<file path="src/rtl/sar_pwr_pkg.sv">
// Shared encodings for the conversion and power-state controller.
// Assumes: the power-state output is a 2-bit code and the mode field is 2 bits.
package sar_pwr_pkg;
    typedef enum logic [1:0] {
        PS_NORMAL  = 2'b00,
        PS_PARTIAL = 2'b01,
        PS_FULL    = 2'b10
    } pstate_e;

    localparam logic [1:0] PM_FULL    = 2'b10;
    localparam logic [1:0] PM_PARTIAL = 2'b11;
endpackage

</file>
<file path="src/rtl/sar_start_gate.sv">
// Accepts conversion requests: convert-start rising edges and software pulses.
// Requests are dropped while busy and during the acquisition window after a
// conversion. Also keeps the self-clearing software start bit.
// Assumes: conv_start_i and sw_start_i are synchronous to clk.
module sar_start_gate #(
    parameter int ACQ_CYCLES = 2
) (
    input  logic clk,
    input  logic rst_n,
    input  logic conv_start_i,
    input  logic sw_start_i,
    input  logic busy_i,
    input  logic conv_end_i,
    output logic start_go_o,
    output logic sw_bit_o
);
    localparam int AW = $clog2(ACQ_CYCLES + 2);

    logic          cs_q;
    logic [AW-1:0] acq_q;
    logic          sw_bit_q;
    logic          rise;

    assign rise       = conv_start_i & ~cs_q;
    assign start_go_o = (rise | sw_start_i) & ~busy_i & (acq_q == '0);
    assign sw_bit_o   = sw_bit_q;

    // Previous convert-start level; reset high so a pin held high at reset is not taken as an edge.
    always_ff @(posedge clk) begin
        if (!rst_n) cs_q <= 1'b1;
        else        cs_q <= conv_start_i;
    end

    // Acquisition hold-off counter, loaded when a conversion ends.
    always_ff @(posedge clk) begin
        if (!rst_n)             acq_q <= '0;
        else if (conv_end_i)    acq_q <= AW'(ACQ_CYCLES);
        else if (acq_q != '0)   acq_q <= acq_q - 1'b1;
    end

    // Software start bit: set by an accepted pulse, cleared at end of conversion.
    always_ff @(posedge clk) begin
        if (!rst_n)                        sw_bit_q <= 1'b0;
        else if (start_go_o && sw_start_i) sw_bit_q <= 1'b1;
        else if (conv_end_i)               sw_bit_q <= 1'b0;
    end
endmodule

</file>
<file path="src/rtl/sar_bit_seq.sv">
// Successive-approximation sequencer. It decides one bit per cycle for the
// first WIDTH cycles of a fixed CONV_CYCLES frame and publishes the result at
// the end of the frame.
// Assumes: CONV_CYCLES > WIDTH, and cmp_i reflects the current trial code.
module sar_bit_seq #(
    parameter int WIDTH       = 12,
    parameter int CONV_CYCLES = 18
) (
    input  logic             clk,
    input  logic             rst_n,
    input  logic             start_i,
    input  logic             cmp_i,
    output logic             busy_o,
    output logic             conv_end_o,
    output logic [WIDTH-1:0] trial_o,
    output logic [WIDTH-1:0] result_o
);
    localparam int CW = $clog2(CONV_CYCLES);
    localparam logic [CW-1:0] LAST = CW'(CONV_CYCLES - 1);

    logic [CW-1:0]    cnt_q;
    logic             busy_q;
    logic [WIDTH-1:0] trial_q, trial_nx, result_q;

    assign conv_end_o = busy_q && (cnt_q == LAST);
    assign busy_o     = busy_q;
    assign trial_o    = trial_q;
    assign result_o   = result_q;

    // Next trial code: settle the current bit, then tentatively set the next lower one.
    always_comb begin
        trial_nx = trial_q;
        if (busy_q && int'(cnt_q) < WIDTH) begin
            for (int b = 0; b < WIDTH; b++) begin
                if (b == WIDTH - 1 - int'(cnt_q) && !cmp_i) trial_nx[b] = 1'b0;
                if (b == WIDTH - 2 - int'(cnt_q))           trial_nx[b] = 1'b1;
            end
        end
    end

    // Frame counter, busy flag, trial register and result register.
    always_ff @(posedge clk) begin
        if (!rst_n) begin
            cnt_q    <= '0;
            busy_q   <= 1'b0;
            trial_q  <= '0;
            result_q <= '0;
        end else if (start_i) begin
            cnt_q    <= '0;
            busy_q   <= 1'b1;
            trial_q  <= {1'b1, {(WIDTH-1){1'b0}}};
        end else if (busy_q) begin
            cnt_q   <= cnt_q + 1'b1;
            trial_q <= trial_nx;
            if (conv_end_o) begin
                busy_q   <= 1'b0;
                result_q <= trial_q;
            end
        end
    end
endmodule

</file>
<file path="src/rtl/sar_pwr_state.sv">
// Power-state decision. Reports normal while a conversion is active or starting.
// When idle, it reports the state chosen by the sleep pin, then by the mode field.
// Assumes: start_i is only asserted when the block is idle.
module sar_pwr_state
    import sar_pwr_pkg::*;
(
    input  logic       clk,
    input  logic       rst_n,
    input  logic       start_i,
    input  logic       busy_i,
    input  logic       conv_end_i,
    input  logic       sleep_n_i,
    input  logic [1:0] pm_i,
    output logic [1:0] pstate_o
);
    pstate_e idle_ps, ps_q;
    logic    active;

    assign active   = start_i | (busy_i & ~conv_end_i);
    assign pstate_o = ps_q;

    // Idle state: sleep pin overrides the mode field.
    always_comb begin
        if (!sleep_n_i) idle_ps = PS_FULL;
        else begin
            case (pm_i)
                PM_FULL:    idle_ps = PS_FULL;
                PM_PARTIAL: idle_ps = PS_PARTIAL;
                default:    idle_ps = PS_NORMAL;
            endcase
        end
    end

    // Registered power state; power-down is deferred while active.
    always_ff @(posedge clk) begin
        if (!rst_n)      ps_q <= PS_NORMAL;
        else if (active) ps_q <= PS_NORMAL;
        else             ps_q <= idle_ps;
    end
endmodule

</file>
<file path="src/rtl/sar_conv_ctrl.sv">
// Top level of the conversion and power-state controller. It joins the start
// gate, the bit sequencer and the power-state decision.
// Assumes: all inputs are synchronous to clk; the DAC and comparator are external.
module sar_conv_ctrl #(
    parameter int WIDTH       = 12,
    parameter int CONV_CYCLES = 18,
    parameter int ACQ_CYCLES  = 2
) (
    input  logic             clk,
    input  logic             rst_n,
    input  logic             conv_start_i,
    input  logic             sw_start_i,
    input  logic             sleep_n_i,
    input  logic [1:0]       pm_mode_i,
    input  logic             cmp_i,
    output logic [WIDTH-1:0] dac_code_o,
    output logic [WIDTH-1:0] result_o,
    output logic             busy_o,
    output logic             sw_bit_o,
    output logic [1:0]       pstate_o
);
    logic start_go, busy, conv_end;

    assign busy_o = busy;

    sar_start_gate #(.ACQ_CYCLES(ACQ_CYCLES)) u_gate (
        .clk          (clk),
        .rst_n        (rst_n),
        .conv_start_i (conv_start_i),
        .sw_start_i   (sw_start_i),
        .busy_i       (busy),
        .conv_end_i   (conv_end),
        .start_go_o   (start_go),
        .sw_bit_o     (sw_bit_o)
    );

    sar_bit_seq #(.WIDTH(WIDTH), .CONV_CYCLES(CONV_CYCLES)) u_seq (
        .clk        (clk),
        .rst_n      (rst_n),
        .start_i    (start_go),
        .cmp_i      (cmp_i),
        .busy_o     (busy),
        .conv_end_o (conv_end),
        .trial_o    (dac_code_o),
        .result_o   (result_o)
    );

    sar_pwr_state u_pwr (
        .clk        (clk),
        .rst_n      (rst_n),
        .start_i    (start_go),
        .busy_i     (busy),
        .conv_end_i (conv_end),
        .sleep_n_i  (sleep_n_i),
        .pm_i       (pm_mode_i),
        .pstate_o   (pstate_o)
    );
endmodule

</file>
<file path="config.mk">
export PLATFORM = sky130hd
export DESIGN_NAME = sar_conv_ctrl
export DESIGN_NICKNAME = d
export VERILOG_FILES = /design/src/rtl/sar_pwr_pkg.sv /design/src/rtl/sar_start_gate.sv /design/src/rtl/sar_bit_seq.sv /design/src/rtl/sar_pwr_state.sv /design/src/rtl/sar_conv_ctrl.sv
export SDC_FILE = /design/constraint.sdc
export NUM_CORES = 1
export LEC_CHECK = 0
export ABC_AREA = 1
export BUFFER_PORTS_ARGS = -buffer_cell sky130_fd_sc_hd__buf_2
export CAP_MARGIN = 20
export CORE_UTILIZATION = 53
export DETAILED_ROUTE_END_ITERATION = 10
export GPL_TIMING_DRIVEN = 0
export PLACE_DENSITY = 0.74
export SKIP_CTS_REPAIR_TIMING = 1
export SYNTH_ARGS = -nofsm -noshare
export SYNTH_HDL_FRONTEND = slang
export SYNTH_SLANG_ARGS = --single-unit
</file>
<file path="constraint.sdc">
create_clock -name clk -period 1.85 [get_ports clk]
set_input_delay 0.185 -clock clk [delete_from_list [all_inputs] [get_ports clk]]
set_output_delay 0.185 -clock clk [all_outputs]
set_load 0.005 [all_outputs]
</file>
---- After elaboration in Yosys (flattened, before gate mapping) ----
Index checks and enable logic that the tools add are counted.
word-level totals
  input bits .............................. 8
  bits in latches ......................... 0
  bits in registers ....................... 36
  word-level logic and storage cells ...... 152
  memory bits (read-only) ................. 0
  bits in writable memories ............... 0
  memories kept ........................... 0
cells by class
  bitwise gates (word level) .............. 12
  reductions and logical operators ........ 53
  $add $sub $neg .......................... 4
  shift operators ......................... 0
  multipliers ............................. 0
  div/mod/pow operators ................... 0
  equal/unequal tests ..................... 25
  multiplexer cells ....................... 36
  magnitude comparators ................... 1
operator list
  cell                 number
  $eq 4x32->1 const A  8
  $eq 5x32->1 const A  8
  $eq 3x32->1 const A  4
  $eq 2x32->1 const A  2
  $logic_not 32->1     2
  $reduce_and 3->1     13
  $mux 12              3
  $reduce_bool 2->1    16
  $mux 1               29
  $logic_and 1x1->1    15
  $sub 4x5->6 const A  2
  $mux 2               3
  $not 1->1            6
  $reduce_or 2->1      3
  $add 5x1->5 const B  1
  $eq 5x5->1 const B   1
  $lt 5x4->1 const B   1
  $and 1x1->1          4
  $eq 2x2->1 const B   2
  $pmux 2 s2           1
  $reduce_bool 3->1    1
  $reduce_or 3->1      1
  $logic_not 2->1      1
  $or 1x1->1           2
  2 further kinds      2

---- Depth between registers and ports, before layout ----
Gate-level depths: netlist of the first run.
  depth in word-level cells ............... 8
  mapped depth ............................ 9

---- By module ----
A second synthesis of the first run with hierarchy kept.
second synthesis, totals
  cells, all modules ...................... 242
  area total of the unflattened synthesis .. 1,697.9 sq um
modules (own cells, without submodules)
  module          area each (sq um)  instances  cells each
  sar_bit_seq     1,451.4            1          206
  sar_start_gate  160.2              1          23
  sar_pwr_state   86.3               1          13

---- Worst setup path before layout of the first run ----
OpenSTA, ideal clock, no wires.
  path type ............................... register -> register
  start ................................... register u_seq.cnt_q[0]
  end ..................................... register u_seq.result_q[0], in the netlist u_seq.result_o[0]
  setup slack ............................. 0.543 ns
  arrival ................................. 1.191 ns
  cell stages (with the launch flop) ...... 6
  data required time ...................... 1.734 ns
  clock period less this slack ............ 1.307 ns
  cell sequence ........................... dfxtp_1 ha_1 nand4_2 buf_2 o21ai_0 nor2_1
on the way
  longest elaborated chain between the ends .. 3
ends and longest elaborated chain
  element                            line               RTL
  start: declaration                 sar_bit_seq.sv:21  logic [CW-1:0] cnt_q;
  start signal: assignment           sar_bit_seq.sv:53  cnt_q <= cnt_q + 1'b1;
  $eq 5x5->1                         sar_bit_seq.sv:25  assign conv_end_o = busy_q && (cnt_q == LAST);
  $logic_and 1x1->1                  sar_bit_seq.sv:25
  $reduce_and 3->1 (no source line)  n/a
  end signal: assignment             sar_bit_seq.sv:57  result_q <= trial_q;
  end: declaration                   sar_bit_seq.sv:23  logic [WIDTH-1:0] trial_q, trial_nx, result_q;
Every way passes these cells.
A chain may end at the register's enable or synchronous reset.

---- Final worst setup path of the first run ----
  start ................................... register u_seq.cnt_q[0]
  end ..................................... register u_seq.result_q[5], in the netlist u_seq.result_o[5]
Same word-level chain as after synthesis.

==> results of run 1 <==
[stage by stage]
step           utilization [%]  total power, mW
3_5_place_dp             65.79           0.9421
4_1_cts                  69.12            1.553
5_1_grt                  69.12            1.609
2_1_floorplan                -           0.8993
6_report                 69.12            1.536
3_3_place_gp             65.79           0.9410
[kinds of logic after synthesis]
| kind of cell | after synthesis | share of synthesized area, % |
|---|---|---|
| DFF | 36 | 43.34 |
| and+or+nand+nor | 122 | 32.88 |
| AOI/OAI and AO/OA | 33 | 10.23 |
| adders and majority gates | 5 | 3.762 |
| buffers and inverters | 28 | 8.200 |
| xor gates and xnor gates | 3 | 1.580 |
[power by group through the flow]
stage / Combinational (mW) / Clock (mW) / Sequential (mW)
global route: 0.149 / 0.662 / 0.797
detailed placement: 0.129 / 0 / 0.813
global placement: 0.128 / 0 / 0.813
CTS: 0.130 / 0.628 / 0.796
finish: 0.129 / 0.612 / 0.795
floorplan: 0.0853 / 0 / 0.814
[flip-flops by register name, indices dropped and copies added, names as in the netlist]
| signal | flops |
|---|---|
| u_gate.acq_q | 2 |
| u_gate.cs_q | 1 |
| u_gate.sw_bit_o | 1 |
| u_pwr.pstate_o | 2 |
| u_seq.busy_o | 1 |
| u_seq.cnt_q | 5 |
| u_seq.result_o | 12 |
| u_seq.trial_o | 12 |
[metal layers]
layer	global-route usage, %	vias up	wire, um
met3	6.920	6	256
met2	36.78	48	1484
met5	0	-	0
met1	30.67	679	1658
li1	-	824	-
met4	7.823	0	44
[placed cells by master (no fill, tap or decap), types with 3 or more instances in the layout]
master     n
dfxtp_1   36
clkbuf_4   5
o21ai_0   12
buf_6      3
nor2_2     5
inv_1     17
nor3_1     5
ha_1       5
buf_2     36
a21oi_1   18
nand2_1   28
nor2_1    51
nand3_1   25
xor2_1     3
inv_2      4
[area by class of cell]
type,count,area [um2],area share (%)
Buffer,7,57.56,2.919
Clock buffer,7,65.06,3.299
Clock inverter,1,30.03,1.523
Inverter,21,78.83,3.997
Multi-Input combinational cell,163,805.8,40.86
Sequential cell,36,720.7,36.55
Tap cell,31,38.79,1.967
Timing Repair Buffer,35,175.2,8.883
[worst max-delay path, cell delays in order, from the launching register on]
cell and delay, ps:
dfxtp_1 460, ha_1 380, nand4_2 190, buf_2 220
o21ai_0 160, nor2_1 50
[path summary, 6_finish.rpt]
kind / from / slack (ps) / endpoint
setup / recovery: u_seq.cnt_q[0] / 290 / u_seq.result_o[5]
setup reg to reg: u_seq.cnt_q[0] / 290 / u_seq.result_o[5]
hold reg to reg: u_gate.acq_q[0] / 460 / u_gate.acq_q[0]
hold / removal: conv_start_i / 20 / u_gate.cs_q
==> results.md, run 1 <==
* Status: finished with violations
* Failing checks: DRC
* Yosys top cell by area: dfxtp_1
* Layout area overhead at 18.59%
* Residual DRC count at 2
* Synth top cells by count: nor2_1, dfxtp_1, nand2_1
* CP endpoint kind: register
* Post-synth EDFFs at 0
* Hold depth at 3
* CP Data Required Time at 2090 ps
* Global-route wire length before repair at around 6000 um
* Final nets at 282
* Sink Count at 36
* Row cnt at 19
* WL final at 3443 um
* Final Hold Fails at 0
* Worst Path Max Fanout at 10
* Vias in the first global route at 1326
* Synthesized cell area at 1663 um2
* Die W at a little under 60 um
* Clock power frac at 39.9%
* Inst Count DP at ~290
* CP arrival at 1800 ps
* Post-Place Cell Area at between 1500 and 2000 um2
* First-pass DRT Iterations at 8
* Synthesized net count at 240
* Ranking of synthesized cells by area: dfxtp_1, nor2_1, nand3_1
* Synth unique cells at 25
* Final Cycle Share at 84.40%
* Switching share of power at 22.31%
* Core Region at 2853 um2
* Post-synth top area share at 43.34%
* PortBufs at 35
* Die H at approximately 58 um
* Vias per cell at 5.173
* Comb pwr share at 8.4%
* Net switching power at 342.7 uW
* FFs w/ async S/R, synth at 0%
* Critical path class: reg2reg
* Top_reg_cell synth: dfxtp_1
* Fillers at roughly 260
* Root Buffer: clkbuf_4
* Reg clk slew, reported paths at 110 ps
* RSZ-0062 raised after global routing: no
* Leakage at about 0.9 nW
* Die area at 3365 um2
* Hold WS at 24.77 ps
* Fin cells at 301
* Setup WS pre-CTS at 291.9 ps
* Max-slew violation count at 0
* Warning count from the yosys run at 0
* Internal at 1.194 mW
* Min Tclk post-route at 1561 ps
* Sequential share of the synthesized area at a little over two fifths
* 1st-iter DRT viols at 52
* CTS Buf Count at 5
* Final setup violation count at 0
* DR vias at 1557
* PwrDens at 779.1 nW/um2
* Synth Instances at around 230
* Antenna fix cells at 0
* Skew final at 6.025 ps
* Max rail drop VDD at 0.5356 mV
* Worst-margin pin slew at 346.4 ps
* DP HPWL at 2589 um
* CTS tree: yes
* Avg Cell Area, Syn at 7.325 um2
* Clock Latency Late Sink at 340 ps
* FMAX at 640.5 MHz
* I/O pins at 36
* Antenna-violating nets left at 0
* Max cap viols at 0
* CP Launch Type: register
* Synth Register Bits at 36
* Count leader, synth: nor2_1
* Max clock buf depth at 2
* Sequential share of power at 51.8%
* Largest net degree at the start of global routing at 12
* Initial Util at 58.29%
* Worst slew margin at 76.90%
* Drt wl/cell at 11.44 um
* Share of layout cells above drive strength 1 at 23.70%
* Worst hold path class: in2reg
* R2R cell count at 5
* Antenna violations before repair at 0
* Final TNS setup at 0 ps
* GRT overflow at 0
* Final instance area at 1972 um2
* Min setup slack post-route at 288.6 ps
* Global Route Usage Sum at 23.36%
* CTS HTree Levels at 2
* Routability cong. at 0.9181
Note: power is estimated with default switching activity, not from simulation.
==> run 2, diff against run 1 <==
clock period = 1.5 ns   (was 1.85 ns; I/O delays follow)
==> run 2 against run 1 <==
  * The run still ends with DRC left
  * Register-to-register slack got worse by 210 ps
  * Utilization increased by 3.0 points
  * Clock skew fell by 0.76 ps
  * Die area stayed put
  * Critical path depth up 3
  * Global-route usage is the same
  * Total power grew 25%
  * Fmax up 10%
  * Flip-flop and latch count stayed put
  * Sequential power increased by 24%
  * Final area increased by 4.3%
  * Via count rose by 2.0%
  * Largest power group unchanged
  * Highest routed layer unchanged
==> results.md, run 2 (synthesis results as in run 1) <==
* Core Region at 2853 um2
* Global Route Usage Sum at approximately a quarter
* Max cap viols at 0
* Row cnt at 19
* CTS HTree Levels at 2
* DP HPWL at 2589 um
* Die H at 58.01 um
* Launch point of the worst path: u_seq.cnt_q[0]
* Worst R2R End: u_seq.trial_o[10]
* Die area at around 3400 um2
* Crit path top cell by count: nor2_1
* Critical path class: reg2reg
* Residual DRC count at 2
* Worst hold path class: in2reg
* Initial Util at 58.29%
* Min Tclk post-route at 1418 ps
* CP Buf/Inv Count at 0
* I/O pins at 36
* Worst Path Max Fanout at 7
* Final setup violation count at 0
* Clock Latency Late Sink at 330 ps
* Slowest-stage cell, CP: dfxtp_4
* Max rail drop VDD at 0.6647 mV
* Antenna fix cells at 0
* R2r startpoint: u_seq.cnt_q[0]
* Pwr Total at 1.918 mW
* PwrDens at between 900 and 1000 nW/um2
* Final Hold Fails at 0
* Final nets at 287
* Die W at slightly below 60 um
* FF-to-FF setup slack at roughly 82 ps
* WL final at 3635 um
* Root Buffer: clkbuf_4
* Most common cell after layout, fill and taps aside: nor2_1
* CTS Buf Count at 5
* GRT overflow at 0
* CP top delay family: simple AND/OR/NAND/NOR gates
* CTS tree: yes
* R2R cell count at 8
* Peak per-stage delay on the critical path at around 390 ps
* Levels on crit path at 8
* Layout area overhead at 23.70%
* Reg clk slew, reported paths at 110 ps
* Critical Path End: u_seq.trial_o[10]
* Antenna-violating nets left at 0
* First-pass DRT Iterations at 7
* Critical-path cell list: ha_2, nor2_2, nor2_1, nor2_2, nand3_1, nor2_1, nor2_1, nor2_1
* Status: finished with violations
* 1st-iter DRT viols at 62
* CP Launch Type: register
* Final Cycle Share at 94.50%
* Routability cong. at 0.9181
* Failing checks: DRC
* CP arrival at between 1500 and 2000 ps
* Vias in the first global route at 1326
* Worst slew margin at 76.23%
* Max clock buf depth at 2
* Drt wl/cell at about 12 um
* Fillers at 246
* Global-route wire length before repair at between 5000 and 6000 um
* Hold depth at 3
* Vias per cell at a little over 5
* PortBufs at 35
* Largest net degree at the start of global routing at 12
* Core Util, Final at roughly 72%
* Post-Place Cell Area at ~1900 um2
* Skew final at between 5 and 6 ps
* Max-slew violation count at 0
* Hold WS at 50.22 ps
* Leakage at 0.9488 nW
* Worst-margin pin slew at 356.5 ps
* CP endpoint kind: register
* DR vias at around 1600
* FMAX at about 710 MHz
* CP Data Required Time at 1780 ps
* Share of layout cells above drive strength 1 at between 20% and 30%
* Final instance area at 2057 um2
* Commonest non-fill, non-tap cells in the layout: nor2_1, buf_2, dfxtp_1
* Antenna violations before repair at 0
* Sink Count at 36
run 2: metal layers:
metal	vias up	global-route usage, %	wire, um	part of all wire, %
met1	702	30.67	1722	47
met5	-	0	0	0
li1	831	-	-	-
met3	11	6.920	190	5.2
met4	0	7.823	85	2.3
met2	44	36.78	1636	45
run 2: report_power, final:
part | total, mW | internal (mW) | switching (mW)
combinational | 0.180 | 0.0735 | 0.107
clock | 0.755 | 0.442 | 0.313
sequential | 0.982 | 0.971 | 0.0111
run 2: worst reg2reg max path, delay by kind of cell, from the launching register on:
kind / cells / cell delay (ps)
flops: 1 / 390
simple gates: 7 / 780
fa+ha+maj: 1 / 200
run 2: cell type report:
cell class                 instances  area, um2  share of cell area, %
tap                               31      38.79                  1.886
buffer                             7      60.06                  2.920
sequential                        36      725.7                  35.28
clock buffer                       7      65.06                  3.163
inverter                          21      78.83                  3.832
clock inverter                     1      30.03                  1.460
multi-input combinational        163      840.8                  40.88
timing repair buffer              40      217.7                  10.58
run 2: worst min path at each step:
stage                         to         start
2_1_floorplan  u_pwr.pstate_o[1]     sleep_n_i
3_3_place_gp         u_gate.cs_q  conv_start_i
3_5_place_dp         u_gate.cs_q  conv_start_i
4_1_cts              u_gate.cs_q  conv_start_i
5_1_grt        u_pwr.pstate_o[0]  pm_mode_i[1]
6_report       u_pwr.pstate_o[0]  pm_mode_i[1]
run 2: per-stage QoR:
stage          std cells  setup slack, ps  setup TNS [ps]
2_1_floorplan        227            193.0               0
3_3_place_gp         293           -12.70          -66.22
3_5_place_dp         293           -58.11          -442.4
4_1_cts              301           -80.88          -707.6
5_1_grt              306           -20.54          -73.55
6_report             306            82.43               0
==> run 3, diff against run 2 <==
PLACE_DENSITY = 0.82   (was 0.74)
==> run 3 against run 2 <==
  * The run still ends with DRC left
  * Global-route usage shrank 0.39 points
  * First-iteration DRC count shrank 3.2%
  * Sequential power is essentially flat
  * Flip-flop and latch count is the same
  * Final cell count shrank 0.33%
  * Via count grew 1.8%
  * Critical path type unchanged
==> results.md, run 3 (synthesis results as in run 1) <==
* Largest net degree at the start of global routing at 12
* Worst hold path class: in2reg
* Skew final at between 7 and 8 ps
* Clock Latency Late Sink at 350 ps
* PwrDens at about 940 nW/um2
* Slowest-stage cell, CP: dfxtp_2
* Die H at 58.01 um
* Share of layout cells above drive strength 1 at 26.28%
* Critical-path cell list: ha_1, nand2_1, nor2_1, xor2_1, nor2_1
* Final TNS setup at 0 ps
* Sequential share of power at 51.1%
* Net switching power at 439.7 uW
* PortBufs at 35
* Root Buffer: clkbuf_4
* CTS HTree Levels at 2
* Layout area overhead at 22.80%
* Reg area at 723.2 um2
* Worst slew margin at 76.74%
* Leakage at roughly 0.95 nW
* Area taken by multi-input logic gates at 838.3 um2
* Antenna fix cells at 0
* Comb pwr share at 9.2%
* Worst-margin pin slew at 348.9 ps
* RSZ-0062 raised after global routing: yes
* First-pass DRT Iterations at 8
* Row cnt at 19
* Switching share of power at 22.85%
* Internal at 1.485 mW
* CP Data Required Time at 1750 ps
* CTS tree: yes
* FF-to-FF setup slack at 60 ps
* Clock power frac at roughly 40%
* Inst Count DP at 293
* Initial Util at between 50% and 60%
* Post-Place Cell Area at roughly 1900 um2
* Peak per-stage delay on the critical path at about 430 ps
* Most common cell after layout, fill and taps aside: nor2_1
* Critical path class: reg2reg
* Fin cells at 305
* CP Launch Type: register
* GRT overflow at 0
* Routability cong. at approximately 0.97
* Final nets at 286
* Min Tclk post-route at 1444 ps
* Vias per cell at 5.302
* Failing checks: DRC
* Reg clk slew, reported paths at ~100 ps
* Max-slew violation count at 0
* Die area at about 3400 um2
* FMAX at roughly 690 MHz
* Core Region at 2853 um2
* CP arrival at between 1500 and 2000 ps
* I/O pins at 36
* Min setup slack post-route at 55.68 ps
* Residual DRC count at 1
* Worst R2R End: u_seq.cnt_q[4]
* Setup WS pre-CTS at -71.40 ps
* Antenna violations before repair at 0
* Drt wl/cell at 12.23 um
* Sink Count at 36
* R2R cell count at 5
* DP HPWL at 2595 um
* Max cap viols at 0
* Final Cycle Share at 96.29%
* Global-route wire length before repair at 5789 um
* WL final at 3731 um
* Hold Path Origin: pm_mode_i[1]
* Final Hold Fails at 0
* Hold depth at 3
* DR vias at 1617
* Global Route Usage Sum at a little under a quarter
* CTS Buf Count at 5
* Crit path top cell by count: nor2_1
* CP endpoint kind: register
* Max rail drop VDD at 0.8231 mV
* Die W at a little under 60 um
* Status: finished with violations
* R2r startpoint: u_seq.cnt_q[0]
* Fillers at 248
* Antenna-violating nets left at 0
* Vias in the first global route at 1335
* Worst Path Max Fanout at 7
* Final setup violation count at 0
* Hold WS at around 33 ps
* Max clock buf depth at 2
* Worst Hold Endpoint: u_pwr.pstate_o[0]
* 1st-iter DRT viols at 60
* Final instance area at ~2000 um2
* Commonest non-fill, non-tap cells in the layout: nor2_1, buf_2, dfxtp_1
==> run 3: changes by cell type in the layout (fill, tap and decap cells not counted), sizes merged <==
| cell | before | now |
|---|---|---|
| clkbuf | 8 | 7 |
==> run 3: per-stage QoR <==
step / total power, mW / util [%]
after floorplan: 1.109 / -
after global placement: 1.158 / 65.79
after detailed placement: 1.161 / 65.79
after CTS: 1.911 / 69.12
after global routing: 2.002 / 71.58
final: 1.925 / 71.58
==> run 3: critical path, delay by kind of cell (launching register included) <==
| family | cells | cell delay, ps |
|---|---|---|
| flops | 1 | 430 |
| fa+ha+maj | 1 | 360 |
| simple gates | 3 | 350 |
| xor+xnor | 1 | 190 |
==> run 3: power by group through the flow <==
stage	Combinational, mW	Sequential (mW)	Clock (mW)
2_1_floorplan	0.105	1.00	0
3_3_place_gp	0.156	1.00	0
3_5_place_dp	0.158	1.00	0
4_1_cts	0.159	0.981	0.771
5_1_grt	0.194	0.985	0.822
6_report	0.177	0.983	0.765
==> run 3: worst max-delay path by stage <==
stage	startpoint	to	slack [ps]	cells past startpoint
detailed placement	u_seq.cnt_q[1]	u_seq.result_o[1]	-70	6
floorplan	u_seq.cnt_q[0]	u_seq.result_o[0]	190	5
global route	u_seq.cnt_q[0]	u_seq.trial_o[7]	-40	6
global placement	u_seq.cnt_q[0]	u_seq.result_o[6]	-40	5
CTS	u_seq.cnt_q[1]	u_seq.result_o[1]	-80	6
finish	u_seq.cnt_q[0]	u_seq.cnt_q[4]	60	5
==> run 3: final cells by class <==
class | count | share of cell area (%)
plain buffers | 7 | 2.819
repair buffers | 39 | 10.29
well taps | 31 | 1.900
clock inverters | 1 | 1.471
clock buffers | 7 | 3.186
flip-flops and latches | 36 | 35.42
inverters | 21 | 3.860
multi-input cells | 163 | 41.05
==> run 3: layer usage <==
layer  global-route usage [%]  wire, um
met5                        0         0
met4                    11.90       116
met1                    29.68      1594
met3                    5.580       288
met2                    35.63      1731
